--- config.mk ---
export PLATFORM = sky130hd
export DESIGN_NAME = dbgstrap_ctrl
export DESIGN_NICKNAME = d
export VERILOG_FILES = /design/src/rtl/dbg_pkg.sv /design/src/rtl/dbg_rst_seq.sv /design/src/rtl/dbg_entry_gate.sv /design/src/rtl/dbg_acc_gate.sv /design/src/rtl/dbgstrap_ctrl.sv
export SDC_FILE = /design/constraint.sdc
export NUM_CORES = 1
export LEC_CHECK = 0
export ABC_CLOCK_PERIOD_IN_PS = 1600
export BUFFER_PORTS_ARGS = -buffer_cell sky130_fd_sc_hd__buf_2
export CAP_MARGIN = 10
export CORE_UTILIZATION = 42
export DETAILED_ROUTE_END_ITERATION = 8
export PLACE_DENSITY = 0.83
export SLEW_MARGIN = 20
export SYNTH_ARGS = -nofsm -noshare
export SYNTH_HDL_FRONTEND = slang
export SYNTH_HIERARCHICAL = 1
export SYNTH_SLANG_ARGS = --single-unit
--- constraint.sdc ---
create_clock -name clk -period 1.6 [get_ports clk]
set_input_delay 0.16 -clock clk [delete_from_list [all_inputs] [get_ports clk]]
set_output_delay 0.16 -clock clk [all_outputs]
set_load 0.005 [all_outputs]
--- src/rtl/dbg_pkg.sv ---
// Shared constants for the reset-strapped debug controller.
// Assumes nothing beyond a synchronous single-clock design.
package dbg_pkg;
    // Shortest soft-reset hold the sequencer allows.
    localparam int MIN_REL  = 4;
    // Counter value at which the strap is sampled (edges before release).
    localparam int STRAP_AT = 3;
endpackage

--- src/rtl/dbg_rst_seq.sv ---
// Soft-reset sequencer and strap latch.
// What it does:
//   - Loads the soft-reset length while hard reset is held, clamped to MIN_REL.
//   - Counts down once hard reset is removed.
//   - Samples the strap when the count reaches STRAP_AT.
//   - Releases soft reset at the edge after the count reaches zero.
//   - On the next edge, issues either a reset-vector fetch pulse or a
//     breakpoint-from-reset pulse.
// Assumes: rel_len is stable while rst_n is low; CW is at least 3.
module dbg_rst_seq
    import dbg_pkg::*;
#(
    parameter int CW = 8
) (
    input  logic          clk,
    input  logic          rst_n,
    input  logic [CW-1:0] rel_len,
    input  logic          dsck_i,
    output logic          sreset_n_o,
    output logic          dbg_en_o,
    output logic          fetch_vec_o,
    output logic          reset_bkpt_o
);
    localparam logic [CW-1:0] MIN_LEN = CW'(MIN_REL);
    localparam logic [CW-1:0] TAP     = CW'(STRAP_AT);

    logic [CW-1:0] cnt;
    logic [CW-1:0] len_eff;
    logic          first;

    // Clamp the programmed length to the allowed minimum.
    always_comb len_eff = (rel_len < MIN_LEN) ? MIN_LEN : rel_len;

    // Down-counter that times the soft-reset release.
    always_ff @(posedge clk) begin
        if (!rst_n) begin
            cnt        <= len_eff;
            sreset_n_o <= 1'b0;
        end else if (cnt != '0) begin
            cnt <= cnt - 1'b1;
        end else if (!sreset_n_o) begin
            sreset_n_o <= 1'b1;
        end
    end

    // Strap latch: one sample, three edges before release, held until hard reset.
    always_ff @(posedge clk) begin
        if (!rst_n)
            dbg_en_o <= 1'b0;
        else if (!sreset_n_o && cnt == TAP)
            dbg_en_o <= dsck_i;
    end

    // Marks the edge that follows the release edge.
    always_ff @(posedge clk) begin
        if (!rst_n)
            first <= 1'b0;
        else
            first <= (cnt == '0) && !sreset_n_o;
    end

    // Post-release strap check: choose breakpoint entry or the vector fetch.
    always_ff @(posedge clk) begin
        if (!rst_n) begin
            reset_bkpt_o <= 1'b0;
            fetch_vec_o  <= 1'b0;
        end else begin
            reset_bkpt_o <= first && dbg_en_o && dsck_i;
            fetch_vec_o  <= first && !(dbg_en_o && dsck_i);
        end
    end

    // once released, soft reset is not reasserted without a hard reset.
    p_release_holds_r1: assert property (@(posedge clk) disable iff (!rst_n)
        $past(sreset_n_o) |-> sreset_n_o);

    // the strap value is frozen while the core runs.
    p_strap_frozen_r3: assert property (@(posedge clk) disable iff (!rst_n)
        sreset_n_o |-> $stable(dbg_en_o));

    // only one of the two start requests is issued.
    p_one_start_r4: assert property (@(posedge clk) disable iff (!rst_n)
        !(fetch_vec_o && reset_bkpt_o));

    // a breakpoint from reset needs the latched enable.
    p_bkpt_needs_en_r4: assert property (@(posedge clk) disable iff (!rst_n)
        reset_bkpt_o |-> dbg_en_o);
endmodule

--- src/rtl/dbg_entry_gate.sv ---
// Debug entry gate and cause recorder.
// What it does:
//   - Enters debug on an enabled pending event or on a breakpoint from reset,
//     but only when debug is enabled.
//   - Records the entry causes; software clears them by writing ones.
//   - Routes the other events to ordinary interrupts.
//   - Drives freeze while in debug, or on an enabled event while debug is
//     disabled.
// Assumes: all inputs are synchronous to clk.
module dbg_entry_gate #(
    parameter int NEV = 4
) (
    input  logic           clk,
    input  logic           rst_n,
    input  logic           sreset_n_i,
    input  logic           dbg_en_i,
    input  logic           reset_bkpt_i,
    input  logic [NEV-1:0] evt_pend_i,
    input  logic [NEV-1:0] evt_en_i,
    input  logic           dbg_ret_i,
    input  logic [NEV-1:0] cause_clr_i,
    output logic           in_dbg_o,
    output logic           dbg_entry_o,
    output logic [NEV-1:0] cause_o,
    output logic [NEV-1:0] irq_o,
    output logic           freeze_o
);
    logic [NEV-1:0] hit;
    logic           enter;

    // Enabled pending events and the entry decision.
    always_comb begin
        hit   = evt_pend_i & evt_en_i;
        enter = sreset_n_i && dbg_en_i && !in_dbg_o && ((|hit) || reset_bkpt_i);
    end

    // Debug state: set on entry, cleared only by an explicit return.
    always_ff @(posedge clk) begin
        if (!rst_n)
            in_dbg_o <= 1'b0;
        else if (enter)
            in_dbg_o <= 1'b1;
        else if (in_dbg_o && dbg_ret_i)
            in_dbg_o <= 1'b0;
    end

    // One-cycle entry strobe.
    always_ff @(posedge clk) begin
        if (!rst_n)
            dbg_entry_o <= 1'b0;
        else
            dbg_entry_o <= enter;
    end

    // Cause record: write-one-clear, and new causes are set on entry.
    always_ff @(posedge clk) begin
        if (!rst_n)
            cause_o <= '0;
        else
            cause_o <= (cause_o & ~cause_clr_i) | (enter ? hit : '0);
    end

    // Interrupt routing and freeze request.
    always_comb begin
        if (!sreset_n_i)
            irq_o = '0;
        else if (dbg_en_i)
            irq_o = evt_pend_i & ~evt_en_i;
        else
            irq_o = evt_pend_i;
        freeze_o = in_dbg_o || (sreset_n_i && !dbg_en_i && (|hit));
    end

    // debug mode is never held without the strap enable.
    p_no_dbg_when_off_r7: assert property (@(posedge clk) disable iff (!rst_n)
        in_dbg_o |-> dbg_en_i);

    // the entry strobe coincides with being in debug.
    p_strobe_in_dbg_r6: assert property (@(posedge clk) disable iff (!rst_n)
        dbg_entry_o |-> in_dbg_o);

    // a return while in debug leaves debug at the next edge.
    p_return_exits_r9: assert property (@(posedge clk) disable iff (!rst_n)
        (in_dbg_o && dbg_ret_i) |=> !in_dbg_o);

    // freeze covers every debug cycle.
    p_freeze_in_dbg_r11: assert property (@(posedge clk) disable iff (!rst_n)
        in_dbg_o |-> freeze_o);
endmodule

--- src/rtl/dbg_acc_gate.sv ---
// Development-support register access gate.
// What it does:
//   - Grants every access while the core is in debug.
//   - Otherwise grants only supervisor-state accesses (problem-state bit clear).
// Assumes: the request and privilege bit are valid in the same cycle.
module dbg_acc_gate (
    input  logic clk,
    input  logic rst_n,
    input  logic acc_req_i,
    input  logic msr_pr_i,
    input  logic in_dbg_i,
    output logic acc_ok_o
);
    // Privilege and debug-state check.
    always_comb acc_ok_o = acc_req_i && (in_dbg_i || !msr_pr_i);

    // a user access outside debug is refused.
    p_user_refused_r10: assert property (@(posedge clk) disable iff (!rst_n)
        (msr_pr_i && !in_dbg_i) |-> !acc_ok_o);

    // no grant without a request.
    p_grant_needs_req_r10: assert property (@(posedge clk) disable iff (!rst_n)
        acc_ok_o |-> acc_req_i);
endmodule

--- src/rtl/dbgstrap_ctrl.sv ---
// Top level of the reset-strapped debug controller.
// What it does: wires the soft-reset sequencer, the debug entry gate and the
//   register access gate together.
// Assumes: a single clock and a synchronous active-low hard reset.
module dbgstrap_ctrl #(
    parameter int CW  = 8,
    parameter int NEV = 4
) (
    input  logic           clk,
    input  logic           rst_n,
    input  logic [CW-1:0]  rel_len,
    input  logic           dsck_i,
    input  logic [NEV-1:0] evt_pend_i,
    input  logic [NEV-1:0] evt_en_i,
    input  logic           dbg_ret_i,
    input  logic [NEV-1:0] cause_clr_i,
    input  logic           acc_req_i,
    input  logic           msr_pr_i,
    output logic           sreset_n_o,
    output logic           dbg_en_o,
    output logic           fetch_vec_o,
    output logic           reset_bkpt_o,
    output logic           in_dbg_o,
    output logic           dbg_entry_o,
    output logic [NEV-1:0] cause_o,
    output logic [NEV-1:0] irq_o,
    output logic           freeze_o,
    output logic           acc_ok_o
);
    dbg_rst_seq #(.CW(CW)) u_seq (
        .clk          (clk),
        .rst_n        (rst_n),
        .rel_len      (rel_len),
        .dsck_i       (dsck_i),
        .sreset_n_o   (sreset_n_o),
        .dbg_en_o     (dbg_en_o),
        .fetch_vec_o  (fetch_vec_o),
        .reset_bkpt_o (reset_bkpt_o)
    );

    dbg_entry_gate #(.NEV(NEV)) u_entry (
        .clk          (clk),
        .rst_n        (rst_n),
        .sreset_n_i   (sreset_n_o),
        .dbg_en_i     (dbg_en_o),
        .reset_bkpt_i (reset_bkpt_o),
        .evt_pend_i   (evt_pend_i),
        .evt_en_i     (evt_en_i),
        .dbg_ret_i    (dbg_ret_i),
        .cause_clr_i  (cause_clr_i),
        .in_dbg_o     (in_dbg_o),
        .dbg_entry_o  (dbg_entry_o),
        .cause_o      (cause_o),
        .irq_o        (irq_o),
        .freeze_o     (freeze_o)
    );

    dbg_acc_gate u_acc (
        .clk       (clk),
        .rst_n     (rst_n),
        .acc_req_i (acc_req_i),
        .msr_pr_i  (msr_pr_i),
        .in_dbg_i  (in_dbg_o),
        .acc_ok_o  (acc_ok_o)
    );

    // a breakpoint from reset is followed by debug entry.
    p_bkpt_enters_r5: assert property (@(posedge clk) disable iff (!rst_n)
        reset_bkpt_o |=> (in_dbg_o && dbg_entry_o));
endmodule

==> impl_metrics.json <==
{
  "clock_skew_ns": 0.00532,
  "fmaxAchievable_mhz": 646,
  "peakVddDrop_v": 0.000516,
  "multi_input_area_um2": 517,
  "status": "completed",
  "cap_violations": 0,
  "ys.flop_type": "dfxtp_1",
  "postCtsHoldBufs": 0,
  "cts_inserted_buffers": 3,
  "regArea_um2": 460,
  "drtIter0Drc": 19,
  "r2r_slack_ns": 0.05,
  "p_sw_share_pct": 27.8,
  "dr.pass1.iters": 4,
  "layout_commonest_cell": "buf_2",
  "p_clk_share_pct": 24.6,
  "dpl_worst_slack_ns": 0.0363,
  "yosysWarnings": 6,
  "worstSetupPathType": "flip-flop to flip-flop",
  "cts_buffer_depth": 2,
  "start_util_pct": 44.6,
  "port_buffers": 41,
  "power_density_nw_per_um2": 764,
  "num_vias": 977,
  "syn_area_per_cell_um2": 9.68,
  "die_w_um": 50.7,
  "nets": 185,
  "rows": 17,
  "area_growth_syn_to_layout_pct": 34.6,
  "core-area_um2": 2230,
  "grt_first_pass_wirelength_mm": 3.91,
  "r2r-end": "u_seq/cnt[5]$_DFFE_PP_",
  "switching_power_mw": 0.285,
  "htree_levels": 1,
  "cts-root-buf": "clkbuf_4",
  "insertion_delay_ns": 0.31,
  "min_from": "dsck_i",
  "overflow": 0,
  "r2r_start": "u_seq/cnt[3]$_DFFE_PP_",
  "totalWireLength_mm": 2.45,
  "wl_met2_mm": 1.28,
  "cp_data_required_time_ns": 1.77,
  "syn_area_um2": 997,
  "dieArea_um2": 2570,
  "grt_pass1_vias": 893,
  "syn_inst": 103,
  "synthArstFlopShare_pct": 0,
  "wl_met3_um": 105,
  "finalMaxSlewViolations": 0,
  "rsz0062_at_grt": "yes",
  "antenna_found_initial": 0,
  "leakagePower_nw": 0.639,
  "drcViolationCount": 0,
  "hold_path_class": "primary input to flip-flop",
  "place.gp.congestion": 0.861,
  "holdPathEnd": "u_seq/fetch_vec_o$_SDFF_PN0_",
  "period_minus_slack_ns": 1.55,
  "clock-sinks": 19,
  "clk_pin_slew_ns": 0.11,
  "pin_count": 42,
  "layout.cells.non_filler": 183,
  "synth-edff-count": 8,
  "finalSetupViolations": 0,
  "power_frac_comb_pct": 20.1,
  "wl_met1_mm": 1.01,
  "end_kind": "flip-flop",
  "finalHoldViolCount": 0,
  "worstPathArrival_ns": 1.72,
  "tightest_slew_ns": 0.403,
  "cts_tree": "done",
  "place_inst": 178,
  "critPathLaunchType": "flip-flop",
  "drive_gt1_share_pct": 40.0,
  "whs_path_depth": 2,
  "setup_slack_ns": 0.0520,
  "p_int_mw": 0.740,
  "route.top_layer_used": "met4",
  "fill_cells": 197,
  "grtUsageTotal_pct": 20.7,
  "detailed_place_hpwl_mm": 1.88,
  "ys_types": 31,
  "period_share_pct": 96.7,
  "relSlewSlack_pct": 73.1,
  "die_h_um": 50.7,
  "synth_seq_cells": 19,
  "synth.net_count": 132,
  "wl_per_cell_um": 13.4,
  "p_seq_share_pct": 55.3,
  "worstRegToRegCells": 3,
  "critPathMaxFanout": 3,
  "final_cell_mix": "buf_2, nand2_1, a21oi_1, dfxtp_1",
  "synth-seq-area-share_pct": 46.2,
  "via_per_inst": 5.34,
  "grt_start_max_net_pins": 17,
  "antenna_cells": 0,
  "ant_nets": 0
}
## synthesized netlist by cell type (all sizes together), types with 2 or more instances
library cell | instances | area share [%]
nand3 | 2 | 1.0
a21oi | 11 | 5.5
and4b | 2 | 2.0
o22ai | 2 | 1.3
a211o | 2 | 1.8
dfxtp | 11 | 22
nor2 | 6 | 2.3
inv | 7 | 2.6
nor3b | 2 | 1.5
a31o | 2 | 1.8
ha | 3 | 3.8
nand2 | 16 | 6.0
o21ai | 4 | 2.0
clkbuf | 2 | 0.75
edfxtp | 8 | 24
or4 | 2 | 1.5
xnor2 | 3 | 2.6
nand3b | 4 | 3.0
nor3 | 3 | 1.5
## registers in the layout, indices dropped and copies added, names as in the netlist
register / count
u_seq/dbg_en_o: 1
u_entry/in_dbg_o: 1
u_entry/dbg_entry_o: 1
u_seq/cnt: 8
u_seq/reset_bkpt_o: 1
u_seq/fetch_vec_o: 1
u_seq/sreset_n_o: 1
u_seq/first: 1
u_entry/cause_o: 4
## area by class of cell
class                   instances  share of cell area [%]
well taps                      28                    2.61
flip-flops and latches         19                    34.3
inverters                       7                    1.96
multi-input cells              75                    38.5
repair buffers                 50                    20.6
clock buffers                   3                    1.68
clock inverters                 1                   0.373
## critical path, stage by stage, from the launching register on
cell and delay (ns):
edfxtp_1 0.46, or3_4 0.41, or4_4 0.41, a31oi_1 0.13
## stage by stage
stage	power (mW)	setup TNS, ns	utilization (%)	cell area [µm²]	hold WS (ns)
finish	1.03	0	60.1	1340	0.0655
global placement	0.756	0	57.8	1290	0.373
global route	1.08	-0.0298	60.1	1340	0.0374
CTS	1.02	0	59.0	1320	0.0482
detailed placement	0.765	0	57.8	1290	0.384
floorplan	0.672	0	-	997	0.254
## routing by layer
metal  track usage, %  vias up
met4             12.0        0
li1                 -      481
met1             24.0      464
met3             3.64        7
met2             35.3       25
met5                0        -
## power by group through the flow
stage | clock (mW) | combinational, mW | sequential (mW)
floorplan | 0 | 0.0906 | 0.582
global placement | 0 | 0.184 | 0.572
detailed placement | 0 | 0.190 | 0.575
CTS | 0.262 | 0.191 | 0.564
global route | 0.283 | 0.226 | 0.571
finish | 0.252 | 0.206 | 0.567
## how the worst max path moves through the flow
stage / startpoint / endpoint / slack, ns
6_report: u_seq/cnt[3]$_DFFE_PP_ / u_seq/cnt[5]$_DFFE_PP_ / 0.05
3_3_place_gp: u_seq/cnt[4]$_DFFE_PP_ / u_seq/cnt[5]$_DFFE_PP_ / 0.07
3_5_place_dp: u_seq/cnt[4]$_DFFE_PP_ / u_seq/cnt[5]$_DFFE_PP_ / 0.04
5_1_grt: u_seq/cnt[3]$_DFFE_PP_ / u_seq/cnt[5]$_DFFE_PP_ / -0.03
4_1_cts: u_seq/cnt[4]$_DFFE_PP_ / u_seq/cnt[5]$_DFFE_PP_ / 0.01
2_1_floorplan: u_seq/cnt[4]$_DFFE_PP_ / u_seq/cnt[5]$_DFFE_PP_ / 0.09
## kinds of logic after synthesis
family | synth area share [%]
AOI/OAI and AO/OA | 19.2
xor gates and xnor gates | 2.64
and+or+nand+nor | 24.8
DFF | 46.2
buffers and inverters | 3.39
adders and majority gates | 3.76
## timing repair
action                     in CTS  in global routing
resized for setup               0                  4
setup endpoints to repair       0                  4
setup buffers                   0                  1
Note: power is estimated with default switching activity, not from simulation.
